### src/rtl/mdio_pkg.sv
package mdio_pkg;

    localparam int DATA_W     = 16;
    localparam int FIELD_W    = 5;
    localparam int PRE_BITS   = 32;
    localparam int FRAME_BITS = 64;
    // Frame bit index of the first turnaround bit and of the first data bit.
    localparam int TA_FIRST   = PRE_BITS + 2 + 2 + 2 * FIELD_W;
    localparam int RX_FIRST   = TA_FIRST + 2;

    // Command word layout: the positions are fixed by the software contract.
    typedef struct packed {
        logic [DATA_W-1:0]  wr_data;   // [31:16]
        logic               req;       // [15]
        logic [2:0]         rsvd;      // [14:12]
        logic               op_rd;     // [11]
        logic               op_wr;     // [10]
        logic [FIELD_W-1:0] phy_ad;    // [9:5]
        logic [FIELD_W-1:0] reg_ad;    // [4:0]
    } cmd_word_t;

endpackage

### src/rtl/mdio_mdc_div.sv
module mdio_mdc_div #(
    parameter int DIV_W = 8
) (
    input  logic             clk,
    input  logic             rst_n,
    input  logic             en,
    input  logic [DIV_W-1:0] div_n,
    output logic             mdc,
    output logic             rise_tick,
    output logic             fall_tick
);

    typedef struct packed {
        logic [DIV_W-1:0] cnt;
        logic             mdc;
    } div_st_t;

    div_st_t q, d;
    logic    tick;

    always_comb begin
        d    = q;
        tick = en && (q.cnt == div_n);
        if (!en) begin
            d.cnt = '0;
            d.mdc = 1'b0;
        end else if (tick) begin
            d.cnt = '0;
            d.mdc = ~q.mdc;
        end else begin
            d.cnt = q.cnt + 1'b1;
        end
    end

    always_ff @(posedge clk or negedge rst_n) begin
        if (!rst_n) q <= '0;
        else        q <= d;
    end

    assign mdc       = q.mdc;
    assign rise_tick = tick && !q.mdc;
    assign fall_tick = tick &&  q.mdc;


    mdc_idle_low_chk: assert property (@(posedge clk) disable iff (!rst_n)
        !en |=> !mdc);

endmodule

### src/rtl/mdio_frame_seq.sv
module mdio_frame_seq
    import mdio_pkg::*;
(
    input  logic              clk,
    input  logic              rst_n,
    input  logic              start,
    input  cmd_word_t         cmd,
    input  logic              rise_tick,
    input  logic              fall_tick,
    input  logic              mdio_i,
    output logic              busy,
    output logic [DATA_W-1:0] rd_value,
    output logic              mdio_o,
    output logic              mdio_oe
);

    localparam int IDX_W = $clog2(FRAME_BITS);
    localparam logic [IDX_W-1:0] LAST_IDX = IDX_W'(FRAME_BITS - 1);
    localparam logic [IDX_W-1:0] TA_IDX   = IDX_W'(TA_FIRST);
    localparam logic [IDX_W-1:0] RX_IDX   = IDX_W'(RX_FIRST);

    typedef struct packed {
        logic                  busy;
        logic                  rd;
        logic [IDX_W-1:0]      idx;
        logic [FRAME_BITS-1:0] frame;
        logic [DATA_W-1:0]     rx;
        logic [DATA_W-1:0]     rdval;
    } seq_st_t;

    seq_st_t q, d;
    logic    last_fall;

    logic unused_cmd;
    assign unused_cmd = ^{cmd.req, cmd.rsvd, cmd.op_wr};

    always_comb begin
        d         = q;
        last_fall = q.busy && fall_tick && (q.idx == LAST_IDX);
        if (start) begin
            d.busy  = 1'b1;
            d.rd    = cmd.op_rd;
            d.idx   = '0;
            d.rx    = '0;
            d.frame = {{PRE_BITS{1'b1}}, 2'b01,
                       cmd.op_rd ? 2'b10 : 2'b01,
                       cmd.phy_ad, cmd.reg_ad,
                       cmd.op_rd ? 2'b11 : 2'b10,
                       cmd.op_rd ? {DATA_W{1'b1}} : cmd.wr_data};
        end else if (q.busy) begin
            if (rise_tick && q.rd && (q.idx >= RX_IDX))
                d.rx = {q.rx[DATA_W-2:0], mdio_i};
            if (fall_tick) begin
                d.frame = {q.frame[FRAME_BITS-2:0], 1'b1};
                d.idx   = q.idx + 1'b1;
                if (q.idx == LAST_IDX) begin
                    d.busy = 1'b0;
                    if (q.rd) d.rdval = q.rx;
                end
            end
        end
    end

    always_ff @(posedge clk or negedge rst_n) begin
        if (!rst_n) q <= '0;
        else        q <= d;
    end

    assign busy     = q.busy;
    assign rd_value = q.rdval;
    assign mdio_oe  = q.busy && !(q.rd && (q.idx >= TA_IDX));
    assign mdio_o   = q.busy ? q.frame[FRAME_BITS-1] : 1'b1;


    busy_end_chk: assert property (@(posedge clk) disable iff (!rst_n)
        last_fall |=> !busy);


    rdval_hold_chk: assert property (@(posedge clk) disable iff (!rst_n)
        !last_fall |=> $stable(rd_value));


    preamble_drive_chk: assert property (@(posedge clk) disable iff (!rst_n)
        $rose(busy) |-> (mdio_oe && mdio_o));


    release_hold_chk: assert property (@(posedge clk) disable iff (!rst_n)
        (busy && q.rd && !mdio_oe) |=> !mdio_oe);

endmodule

### src/rtl/mdio_regs.sv
module mdio_regs
    import mdio_pkg::*;
#(
    parameter int DIV_W   = 8,
    parameter int DEF_DIV = 4,
    parameter int ADDR_W  = 2
) (
    input  logic              clk,
    input  logic              rst_n,
    input  logic              reg_we,
    input  logic [ADDR_W-1:0] reg_addr,
    input  logic [31:0]       reg_wdata,
    input  logic              busy,
    input  logic [DATA_W-1:0] rd_value,
    output logic              start,
    output cmd_word_t         cmd,
    output logic [DIV_W-1:0]  div_n,
    output logic [31:0]       reg_rdata
);

    localparam logic [ADDR_W-1:0] A_CMD  = ADDR_W'(0);
    localparam logic [ADDR_W-1:0] A_DATA = ADDR_W'(1);
    localparam logic [ADDR_W-1:0] A_CTRL = ADDR_W'(2);
    localparam int DIV_LSB = 32 - DIV_W;

    typedef struct packed {
        cmd_word_t        cmd;
        logic [DIV_W-1:0] div;
    } reg_st_t;

    reg_st_t   q, d;
    cmd_word_t wr_cmd;
    cmd_word_t shown;
    logic      cmd_wr;

    assign wr_cmd = cmd_word_t'(reg_wdata);

    always_comb begin
        d      = q;
        cmd_wr = reg_we && (reg_addr == A_CMD);
        start  = cmd_wr && wr_cmd.req && (wr_cmd.op_rd ^ wr_cmd.op_wr) && !busy;
        if (start) d.cmd = wr_cmd;
        if (reg_we && (reg_addr == A_CTRL)) d.div = reg_wdata[31:DIV_LSB];
    end

    always_ff @(posedge clk or negedge rst_n) begin
        if (!rst_n) begin
            q.cmd <= '0;
            q.div <= DIV_W'(DEF_DIV);
        end else begin
            q <= d;
        end
    end

    always_comb begin
        shown     = q.cmd;
        shown.req = busy;
        unique case (reg_addr)
            A_CMD:   reg_rdata = shown;
            A_DATA:  reg_rdata = {{(32 - DATA_W){1'b0}}, rd_value};
            A_CTRL:  reg_rdata = {q.div, {DIV_LSB{1'b0}}};
            default: reg_rdata = '0;
        endcase
    end

    assign cmd   = wr_cmd;
    assign div_n = q.div;


    busy_ignore_chk: assert property (@(posedge clk) disable iff (!rst_n)
        (busy && reg_we && (reg_addr == A_CMD)) |=> $stable(q.cmd));


    bad_op_ignore_chk: assert property (@(posedge clk) disable iff (!rst_n)
        (reg_we && (reg_addr == A_CMD) && !(reg_wdata[11] ^ reg_wdata[10]))
            |=> $stable(q.cmd));

endmodule

### src/rtl/mdio_cmd_ctrl.sv
module mdio_cmd_ctrl
    import mdio_pkg::*;
#(
    parameter int DIV_W   = 8,
    parameter int DEF_DIV = 4,
    parameter int ADDR_W  = 2
) (
    input  logic              clk,
    input  logic              rst_n,
    input  logic              reg_we,
    input  logic [ADDR_W-1:0] reg_addr,
    input  logic [31:0]       reg_wdata,
    output logic [31:0]       reg_rdata,
    output logic              mdc,
    output logic              mdio_o,
    output logic              mdio_oe,
    input  logic              mdio_i
);

    logic              start;
    cmd_word_t         cmd;
    logic [DIV_W-1:0]  div_n;
    logic              busy;
    logic [DATA_W-1:0] rd_value;
    logic              rise_tick;
    logic              fall_tick;

    mdio_regs #(
        .DIV_W  (DIV_W),
        .DEF_DIV(DEF_DIV),
        .ADDR_W (ADDR_W)
    ) u_regs (
        .clk      (clk),
        .rst_n    (rst_n),
        .reg_we   (reg_we),
        .reg_addr (reg_addr),
        .reg_wdata(reg_wdata),
        .busy     (busy),
        .rd_value (rd_value),
        .start    (start),
        .cmd      (cmd),
        .div_n    (div_n),
        .reg_rdata(reg_rdata)
    );

    mdio_mdc_div #(
        .DIV_W(DIV_W)
    ) u_div (
        .clk      (clk),
        .rst_n    (rst_n),
        .en       (busy),
        .div_n    (div_n),
        .mdc      (mdc),
        .rise_tick(rise_tick),
        .fall_tick(fall_tick)
    );

    mdio_frame_seq u_seq (
        .clk      (clk),
        .rst_n    (rst_n),
        .start    (start),
        .cmd      (cmd),
        .rise_tick(rise_tick),
        .fall_tick(fall_tick),
        .mdio_i   (mdio_i),
        .busy     (busy),
        .rd_value (rd_value),
        .mdio_o   (mdio_o),
        .mdio_oe  (mdio_oe)
    );


    mdc_quiet_chk: assert property (@(posedge clk) disable iff (!rst_n)
        !busy |-> !mdc);

endmodule

### config.mk
export PLATFORM = sky130hd
export DESIGN_NAME = mdio_cmd_ctrl
export DESIGN_NICKNAME = d
export VERILOG_FILES = /design/src/rtl/mdio_pkg.sv /design/src/rtl/mdio_mdc_div.sv /design/src/rtl/mdio_frame_seq.sv /design/src/rtl/mdio_regs.sv /design/src/rtl/mdio_cmd_ctrl.sv
export SDC_FILE = /design/constraint.sdc
export NUM_CORES = 1
export LEC_CHECK = 0
export BUFFER_PORTS_ARGS = -buffer_cell sky130_fd_sc_hd__buf_4
export CORE_MARGIN = 5
export CORE_UTILIZATION = 35
export CTS_BUF_LIST = sky130_fd_sc_hd__clkbuf_2
export DETAILED_ROUTE_END_ITERATION = 12
export PLACE_DENSITY = 0.62
export SLEW_MARGIN = 10
export SYNTH_ARGS = -nofsm -noshare
export SYNTH_HDL_FRONTEND = slang
export SYNTH_SLANG_ARGS = --single-unit
### constraint.sdc
create_clock -name clk -period 2.2 [get_ports clk]
set_input_delay 0.11 -clock clk [delete_from_list [all_inputs] [get_ports clk]]
set_output_delay 0.11 -clock clk [all_outputs]
set_load 0.05 [all_outputs]
* Word-level counts from Yosys, hierarchy flattened
Cells that the tools add are included.
Word-level totals: bits in registers 151, output and inout bits 35, logic and storage cells 67
Cells by class: add/subtract/negate cells 2, magnitude comparators 2, equal/unequal tests 5, multiplexer cells 19, bitwise operators 3, reduce and logical (&&, ||, !) cells 22
Operator list (number):
- 102-bit two-way mux | 1
- 32-bit case mux with 3 select lines | 1
- 86-bit two-way mux | 1
- 16-bit two-way mux | 5
- 70-bit two-way mux | 1
- 6-bit greater-or-equal comparator (second input constant) | 2
- 1-bit logical AND | 12
- 9-bit two-way mux | 1
- 8-bit by 1-bit adder with 8-bit output (second input constant) | 1
- 8-bit equality test | 1
- 8-bit two-way mux | 1
- 1-bit two-way mux | 7
- 6-bit by 1-bit adder with 6-bit output (second input constant) | 1
- 6-bit equality test (second input constant) | 1
- 2-bit nonzero test | 3
- 5-bit AND reduction | 1
- 2-bit AND reduction | 2
- 1-bit zero test | 3
- 2-bit by 1-bit equality test with 1-bit output (second input constant) | 1
- 2-bit equality test (second input constant) | 1
- 2-bit zero test | 1
- 2-bit two-way mux | 1
- 2-bit inequality test (second input constant) | 1
- 1-bit inverter | 2
- 1-bit XOR | 1

* Logic depth before layout (Yosys ltp)
Gate-level depths: netlist (run 1).
word-level depth 8, depth in mapped cells 8, gate-level depth less buffers 5

* By module
From an unflattened synthesis (run 1), not the netlist that was laid out.
Unflattened totals: cell total of the unflattened synthesis 606, area total of the unflattened synthesis 7415.9 um2
By module, submodules not included:
- mdio_frame_seq | times used 1, cells an instance 361, area each 4558.1 um2
- mdio_regs | times used 1, cells an instance 196, area each 2364.8 um2
- mdio_mdc_div | times used 1, cells an instance 49, area each 493.0 um2

* Worst setup path before layout (run 1)
No wires, ideal clock.
path type register to output, start point register u_seq.q, in the netlist u_seq.busy, end point output reg_rdata[15], arrival 1765 ps, required time 2090 ps, path slack 325 ps, stages on the path, launching flop included 6, path buffers 3, path through dfrtp_1 -> buf_2 -> clkbuf_1 -> clkbuf_1 -> mux2i_1 -> nor2_1
Between the ends: longest elaborated chain between the ends 1
RTL lines:
- start: declaration | line mdio_frame_seq.sv:31 | seq_st_t q, d;
- start signal: assignment | line mdio_frame_seq.sv:65 | if (!rst_n) q <= '0;
- start signal: assignment | line mdio_frame_seq.sv:66 | else q <= d;
- 32-bit case mux with 3 select lines | line mdio_regs.sv:58 | unique case (reg_addr)
- end: declaration | line mdio_cmd_ctrl.sv:13 | output logic [31:0] reg_rdata,
No other way between the ends.

* Worst setup path after layout (run 1)
start point register u_seq.q[97] in the netlist's numbering, end point output mdio_oe
Between the ends: longest elaborated chain between the ends 4
RTL lines:
- 6-bit greater-or-equal comparator | line mdio_frame_seq.sv:71 | assign mdio_oe = q.busy && !(q.rd && (q.idx >= TA_IDX));
- 1-bit logical AND | line mdio_frame_seq.sv:71
- 1-bit zero test | line mdio_frame_seq.sv:71
- 1-bit logical AND | line mdio_frame_seq.sv:71
- end: declaration | line mdio_cmd_ctrl.sv:16 | output logic mdio_oe,
No other way between the ends.

==> metrics.md, run 1 <==
| Metric | Value |
|---|---|
| Initial antenna violation count | 1 |
| Cell variety after synth | 53 |
| Finish-stage setup viols | 0 |
| Number of cells traversed by the worst register-to-register path | 5 |
| Buffer cell driving the clock tree root | sky130_fd_sc_hd__clkbuf_2 |
| Data arrival time at the worst-slack endpoint | 2090 ps |
| Post-DR wirelength/cell | 16.1 um |
| Layout area overhead | 25.4% |
| Register-to-register path setup slack | 90 ps |
| Warning count from the yosys run | 0 |
| Final layout net count | 854 |
| Endpoint class of the critical path | output pin |
| Flip-flop and latch count after synthesis | 151 |
| Worst Hold Path Cells | 6 |
| Post-Synthesis Cell Area | 7160 um^2 |
| CP startpoint kind | flop |
| Number of logic stages on the critical path including buffering | 5 |
| Final HPWL DP | between 10000 and 15000 um |
| I/O Pins | 73 |
| Die boundary width | 153 um |
| Cell types occupying the most area after synthesis | sky130_fd_sc_hd__dfrtp_1 (52%), sky130_fd_sc_hd__mux2i_1 (11%), sky130_fd_sc_hd__nand2_1 (6.4%), sky130_fd_sc_hd__nor2_1 (4.1%), sky130_fd_sc_hd__mux2_2 (3.9%) |
| Total number of H-tree levels | 4 |
| Achievable clock frequency | around 460 MHz |
| Number of buffers and inverters on the critical path | 2 |
| Setup Crit Path Kind | flop to output pin |
| Mean cell area of the mapped netlist | 10.5 um^2 |
| Synthesized instance count | 684 |
| Register clock-pin slew on the reported worst setup and hold paths | 230 ps |
| Detail-routed via count per cell | between 4 and 5 |
| Die Ht | 153 um |
| Leakage power of the design | approximately 4.5 nW |
| Final hold vios | 0 |
| Routed wire length | between 15000 and 20000 um |
| CTS Sinks | ~150 |
| Critical path cell sequence | buf_4, o211a_1, o211ai_1, and2_4, buf_8 |
| CTS tree | built |
| Post-synth top area share | 0.524 |
| Via count | 5456 |
| Summed area of non-filler cells in the final layout | 8980 um^2 |
| Clock latency on the worst-skew pair | 720 ps |
| Termination of the worst setup path | mdio_oe |
| Number of buffer cells added on primary ports | 72 |
| Net count of the mapped netlist | just over 700 |
| Setup repair after global routing missed its margin | yes |
| Minimum clock period after layout | 2200 ps |
| 1st-pass router iterations | 4 |
| Pin count of the biggest net entering global routing | 74 |
| Standard cell with the maximum stage delay on the critical path | sky130_fd_sc_hd__dfrtp_1 |
| Num CTS Buffers | 17 |
| WHS | roughly 100 ps |
| Period utilization | 0.998 |
| Iter 0 DRT Violations | 345 |
| VDD IR-drop max | 0.000338 V |
| Total grt overflow | 0 |
| Biggest fanout along the worst timing path | 4 |
| Commonest cells after routing, fill and taps aside | sky130_fd_sc_hd__dfrtp_1 (150), sky130_fd_sc_hd__nand2_1 (122), sky130_fd_sc_hd__buf_4 (95) |
| Core Box Area | 20200 um^2 |
| Endpoint of the worst register-to-register path | u_seq.q[38] |
| Slew HR | 0.617 |
| Total routing usage reported by global routing | 0.155 |
| Number of enable flip-flop cells after synthesis | 0 |
| Antenna-violating nets left | 0 |
| Final GP Congestion | 0.804 |
| Starting density of the core | 0.355 |
| Longest individual stage delay on the worst path | 450 ps |
| Deepest clock path buffer count | 2 |
| Final cell utilization of the core | 0.445 |
| Fraction of final layout cells with drive strength greater than 1 | 0.219 |
| Fraction of synthesis flops using an asynchronous set or reset pin | 1.00 |
| Aggregate negative setup slack | 0 ps |
| Crit path from | u_seq.q[97] |
| HP Class | input port to flop |
| Placed cell area | 8080 um^2 |
| Sequential share of the synthesized area | 0.528 |
| Via count of the first global-routing pass | 5636 |
| FP Rows | 52 |
| Start of the worst register-to-register path | u_seq.busy |
| Most frequent standard cell in the layout excluding fill and tap cells | sky130_fd_sc_hd__dfrtp_1 |
| Largest clock skew in the final design | 37.1 ps |
| Pins over their slew limit | 0 |
| CP Data Required Time | 2090 ps |
| Actual slew at the worst max-slew pin | 575 ps |
| Area of the die | roughly 23000 um^2 |
| Wire length of the first global-routing pass | between 20000 and 30000 um |
| Cell type group with the largest total delay on the critical path | flip-flops |
| Largest area contributor in the netlist | sky130_fd_sc_hd__dfrtp_1 |
| Max_cap viols | 0 |
| Leading register cell type out of synthesis | sky130_fd_sc_hd__dfrtp_1 |
| P per Cell Area | 907 nW/um^2 |
| Run status | finished, final reports clean |
| Post-route DRC violation count | 0 |
-- worst min path at each step --
stage / startpoint / endpoint / slack [ps]
after global placement: rst_n / u_seq.q[77] / 110
after detailed placement: rst_n / u_seq.q[53] / 110
after floorplan: rst_n / u_div.mdc / -190
after CTS: reg_addr[0] / u_regs.q[25] / 6
after global routing: reg_addr[0] / u_regs.q[33] / 60
final: reg_addr[0] / u_regs.q[33] / 100
-- cells in the mapped netlist, drive strengths merged (4+ instances only) --
library cell	instances
a211oi	7
a21oi	18
a22oi	4
a311oi	10
a31oi	10
and2	11
and3	4
buf	20
clkbuf	28
dfrtp	150
inv	21
mux2	25
mux2i	78
nand2	122
nand3	11
nand4	5
nor2	78
nor3	8
nor4	11
o211ai	4
o21ai	4
o32ai	7
xnor2	10
xor2	5
-- where the power goes --
part / switching (mW) / leakage [nW] / total, mW / internal (mW)
combinational: 1.44 / 2.45 / 2.50 / 1.06
sequential: 0.458 / 1.87 / 3.87 / 3.42
clock: 1.11 / 0.162 / 1.78 / 0.670
-- logic make-up after synthesis --
kind of cell | count (synthesis) | synth area share
mux | 103 | 0.148
buf+inv | 69 | 0.0410
xor+xnor | 15 | 0.0267
fa+ha+maj | 3 | 0.00524
compound gates | 82 | 0.0833
simple gates | 261 | 0.168
flops | 151 | 0.528
-- through the flow --
stage / setup slack (ps) / instances / power (mW)
after floorplan: 325 / 684 / 5.54
after CTS: -113 / 1096 / 8.21
final: 4.09 / 1097 / 8.15
after global routing: -187 / 1097 / 8.69
after global placement: 286 / 1005 / 6.24
after detailed placement: 239 / 1005 / 6.30
-- layout make-up --
| class | instances | area (um^2) |
|---|---|---|
| fill | 1926 | 11200 |
| multi-input combinational | 464 | 3110 |
| clock inverter | 15 | 190 |
| antenna | 1 | 2.50 |
| clock buffer | 17 | 85.1 |
| timing repair buffer | 158 | 1400 |
| tap | 270 | 338 |
| sequential | 151 | 3780 |
| inverter | 21 | 78.8 |
-- sequential cells by signal, indices dropped and copies added, names as in the netlist --
| register | cells |
|---|---|
| u_div.mdc | 1 |
| u_regs.div_n | 8 |
| u_seq.q | 87 |
| u_div.q | 8 |
| u_seq.busy | 1 |
| u_regs.q | 30 |
| u_seq.rd_value | 16 |
-- tightest hold or removal path, delay by kind of cell --
family | cells | cell delay, ps
buffers and inverters | 2 | 280
AND/OR/NAND/NOR | 4 | 370
-- layer usage --
layer,vias up,GRT usage,part of all wire
met5,-,0,0
met4,0,0.0433,0.010
met3,18,0.0331,0.037
met2,112,0.251,0.48
met1,2695,0.211,0.47
li1,2631,-,-
-- what timing repair did --
action,4_1_cts,5_1_grt
pin swaps,3,3
hold buffers,57,0
endpoints found under the setup margin,1,5
endpoints found under the hold margin,220,0
resized for setup,4,4
buffers inserted,2,0
No activity file was read; power rests on OpenSTA's default activity.
==> run 2: changes to the inputs <==
--- a/config.mk
+++ b/config.mk
@@ -11,7 +11,6 @@
 export CTS_BUF_LIST = sky130_fd_sc_hd__clkbuf_2
 export DETAILED_ROUTE_END_ITERATION = 12
 export PLACE_DENSITY = 0.62
-export SLEW_MARGIN = 10
 export SYNTH_ARGS = -nofsm -noshare
 export SYNTH_HDL_FRONTEND = slang
 export SYNTH_SLANG_ARGS = --single-unit
==> constraint.sdc (replaced) <==
create_clock -name clk -period 2.2 [get_ports clk]
set_input_delay 0.33 -clock clk [delete_from_list [all_inputs] [get_ports clk]]
set_output_delay 0.33 -clock clk [all_outputs]
set_load 0.05 [all_outputs]
==> run 2 against run 1 <==
The run now ends with negative setup slack left. Flip-flop and latch count stayed put. Largest power group unchanged. Largest cell class unchanged. Cell count is 1.0% lower. Worst hold slack worse by 30 ps. First-iteration DRC count is 0.58% lower. Clock power is 7% lower.
==> metrics.md, run 2 (synthesized netlist as in run 1, its figures left out) <==
| Metric | Value |
|---|---|
| Run status | finished, violations left |
| Violated checks | negative setup slack |
| Setup Crit Path Kind | flop to output pin |
| Startpoint of the worst hold path | reg_wdata[10] |
| Actual slew at the worst max-slew pin | 578 ps (+3.13 ps) |
| CTS tree | built |
| Finish-stage setup viols | 1 (+1) |
| Post-DR wirelength/cell | 16.0 um (-1.0%) |
| Register-to-register path setup slack | 130 ps (+40 ps) |
| Standard cell with the maximum stage delay on the critical path | sky130_fd_sc_hd__dfrtp_1 |
| I/O Pins | 73 (unchanged) |
| Die boundary width | 153 um (unchanged) |
| Layout area overhead | 23.9% |
| FP Rows | 52 (unchanged) |
| Longest individual stage delay on the worst path | 410 ps (-40 ps) |
| Post-route DRC violation count | 0 (unchanged) |
| Via count of the first global-routing pass | 5539 (-1.7%) |
| Setup repair after global routing missed its margin | yes |
| Initial antenna violation count | 1 (unchanged) |
| Leakage power of the design | 4.45 nW (-0.87%) |
| Filler-free cell count of the finished design | 1086 (-1.0%) |
| Largest clock skew in the final design | 64.9 ps (+27.8 ps) |
| Biggest fanout along the worst timing path | 2 (-2) |
| Number of cells traversed by the worst register-to-register path | 5 (unchanged) |
| Final hold vios | 0 (unchanged) |
| Iter 0 DRT Violations | 343 (-0.58%) |
| Placed Cells incl. Taps | 1009 (+0.40%) |
| Total routing usage reported by global routing | 0.152 (-0.00223) |
| Number of buffer cells added on primary ports | 72 (unchanged) |
| Most frequent standard cell in the layout excluding fill and tap cells | sky130_fd_sc_hd__dfrtp_1 |
| VDD IR-drop max | 0.000319 V (-5.4%) |
| Die Ht | 153 um (unchanged) |
| Starting density of the core | 0.355 (unchanged) |
| Period utilization | 1.09 (+0.0908) |
| Crit path from | u_seq.q[96] |
| Critical path cell sequence | inv_1, ha_2, o211a_1, o211ai_1, and2_4, buf_8 |
| Buffer cell driving the clock tree root | sky130_fd_sc_hd__clkbuf_2 |
| Deepest clock path buffer count | 2 (unchanged) |
| Register clock-pin slew on the reported worst setup and hold paths | 250 ps (+20 ps) |
| Achievable clock frequency | 417 MHz (-8.3%) |
| Final HPWL DP | 11500 um (+0.89%) |
| Final layout net count | 839 (-1.8%) |
| Endpoint of the worst register-to-register path | u_seq.q[26] |
| Antenna-violating nets left | 0 (unchanged) |
| Clock latency on the worst-skew pair | 770 ps (+50 ps) |
| Hold EP | u_seq.q[102] |
| Worst Hold Path Cells | 4 (-2) |
| Final GP Congestion | 0.779 (-3.1%) |
| P per Cell Area | 912 nW/um^2 (+0.55%) |
| Wire length of the first global-routing pass | 29300 um (-1.7%) |
| Num CTS Buffers | 17 (unchanged) |
| Biggest register | u_seq.q |
| Area of the die | 23400 um^2 (unchanged) |
| Flip-flop count of the largest register, all copies and words added | 87 (unchanged) |
| Start of the worst register-to-register path | u_regs.div_n[2] |
| Pre-CTS WS | 213 ps (-25.4 ps) |
| Via count | 5422 (-0.62%) |
| Routed wire length | 17300 um (-2.0%) |
| Total grt overflow | 0 (unchanged) |
| Pins over their slew limit | 0 (unchanged) |
| Core Box Area | 20200 um^2 (unchanged) |
| Detail-routed via count per cell | 4.99 (+0.38%) |
| Total number of H-tree levels | 4 (unchanged) |
| CTS Sinks | 151 (unchanged) |
| Data arrival time at the worst-slack endpoint | 2070 ps (-20 ps) |
| CP Data Required Time | 1870 ps (-220 ps) |
| Pin count of the biggest net entering global routing | 51 (-31%) |
| Slew HR | 0.614 (-0.00335) |
| Minimum clock period after layout | 2400 ps (+200 ps) |
| Fraction of final layout cells with drive strength greater than 1 | 0.248 (+0.0287) |
| HP Class | input port to flop |
| CP startpoint kind | flop |
| Endpoint class of the critical path | output pin |
| Worst setup margin | -196 ps (-200 ps) |
| 1st-pass router iterations | 5 (+1) |
| Max_cap viols | 0 (unchanged) |
| Commonest cells after routing, fill and taps aside | sky130_fd_sc_hd__dfrtp_1 (149), sky130_fd_sc_hd__nand2_1 (122), sky130_fd_sc_hd__buf_4 (98) |
==> run 2: worst max-delay path, delay by kind of cell, from the launching register on <==
family	cells	cell delay [ps]
compound gates	2	370
fa+ha+maj	1	160
buf+inv	2	190
flops	1	410
simple gates	1	180
==> run 2: per-layer routing <==
layer	track usage	up-vias	wire [um]	share of wire
met5	0	-	0	0
met4	0.0530	0	294	0.017
met3	0.0348	24	744	0.043
met2	0.237	116	8150	0.47
met1	0.211	2679	8150	0.47
li1	-	2603	-	-
==> run 2: per-stage QoR <==
step / utilization / power [mW] / setup TNS, ps / area [um^2] / hold WS (ps)
final: 0.440 / 8.09 / -196 / 8880 / 71.4
after global routing: 0.440 / 8.63 / -375 / 8880 / 0.918
after CTS: 0.437 / 8.12 / -285 / 8820 / 0.193
after detailed placement: 0.405 / 6.34 / 0 / 8170 / 336
after global placement: 0.405 / 6.29 / 0 / 8170 / 344
after floorplan: - / 5.54 / 0 / 7190 / 34.4
==> run 2: what timing repair did <==
item | 4_1_cts | 5_1_grt
hold buffers | 34 | 0
pin swaps | 2 | 1
gates resized for setup | 6 | 6
setup buffers | 3 | 3
endpoints found under the setup margin | 3 | 5
hold endpoints to repair | 215 | 0
==> run 2: how the worst max path moves through the flow <==
stage	cells after the start	to	slack, ps
finish	6	mdio_oe	-200
global route	6	mdio_oe	-330
floorplan	4	reg_rdata[24]	40
global placement	7	u_seq.q[39]	230
detailed placement	4	u_seq.q[26]	210
CTS	6	mdio_oe	-280
==> run 2: cell type report <==
type	instances	area, um^2
clock inverters	15	181
well taps	270	338
diodes	5	12.5
flip-flops and latches	151	3780
fillers	1933	11300
clock buffers	17	85.1
inverters	21	78.8
repair buffers	143	1260
multi-input cells	464	3130
==> run 2: power breakdown <==
| group | internal [mW] | leakage, nW | total, mW | switching [mW] |
|---|---|---|---|---|
| Sequential | 3.42 | 1.87 | 3.88 | 0.462 |
| Combinational | 1.09 | 2.43 | 2.55 | 1.46 |
| Clock | 0.482 | 0.148 | 1.66 | 1.18 |
| Total | 4.99 | 4.45 | 8.09 | 3.10 |
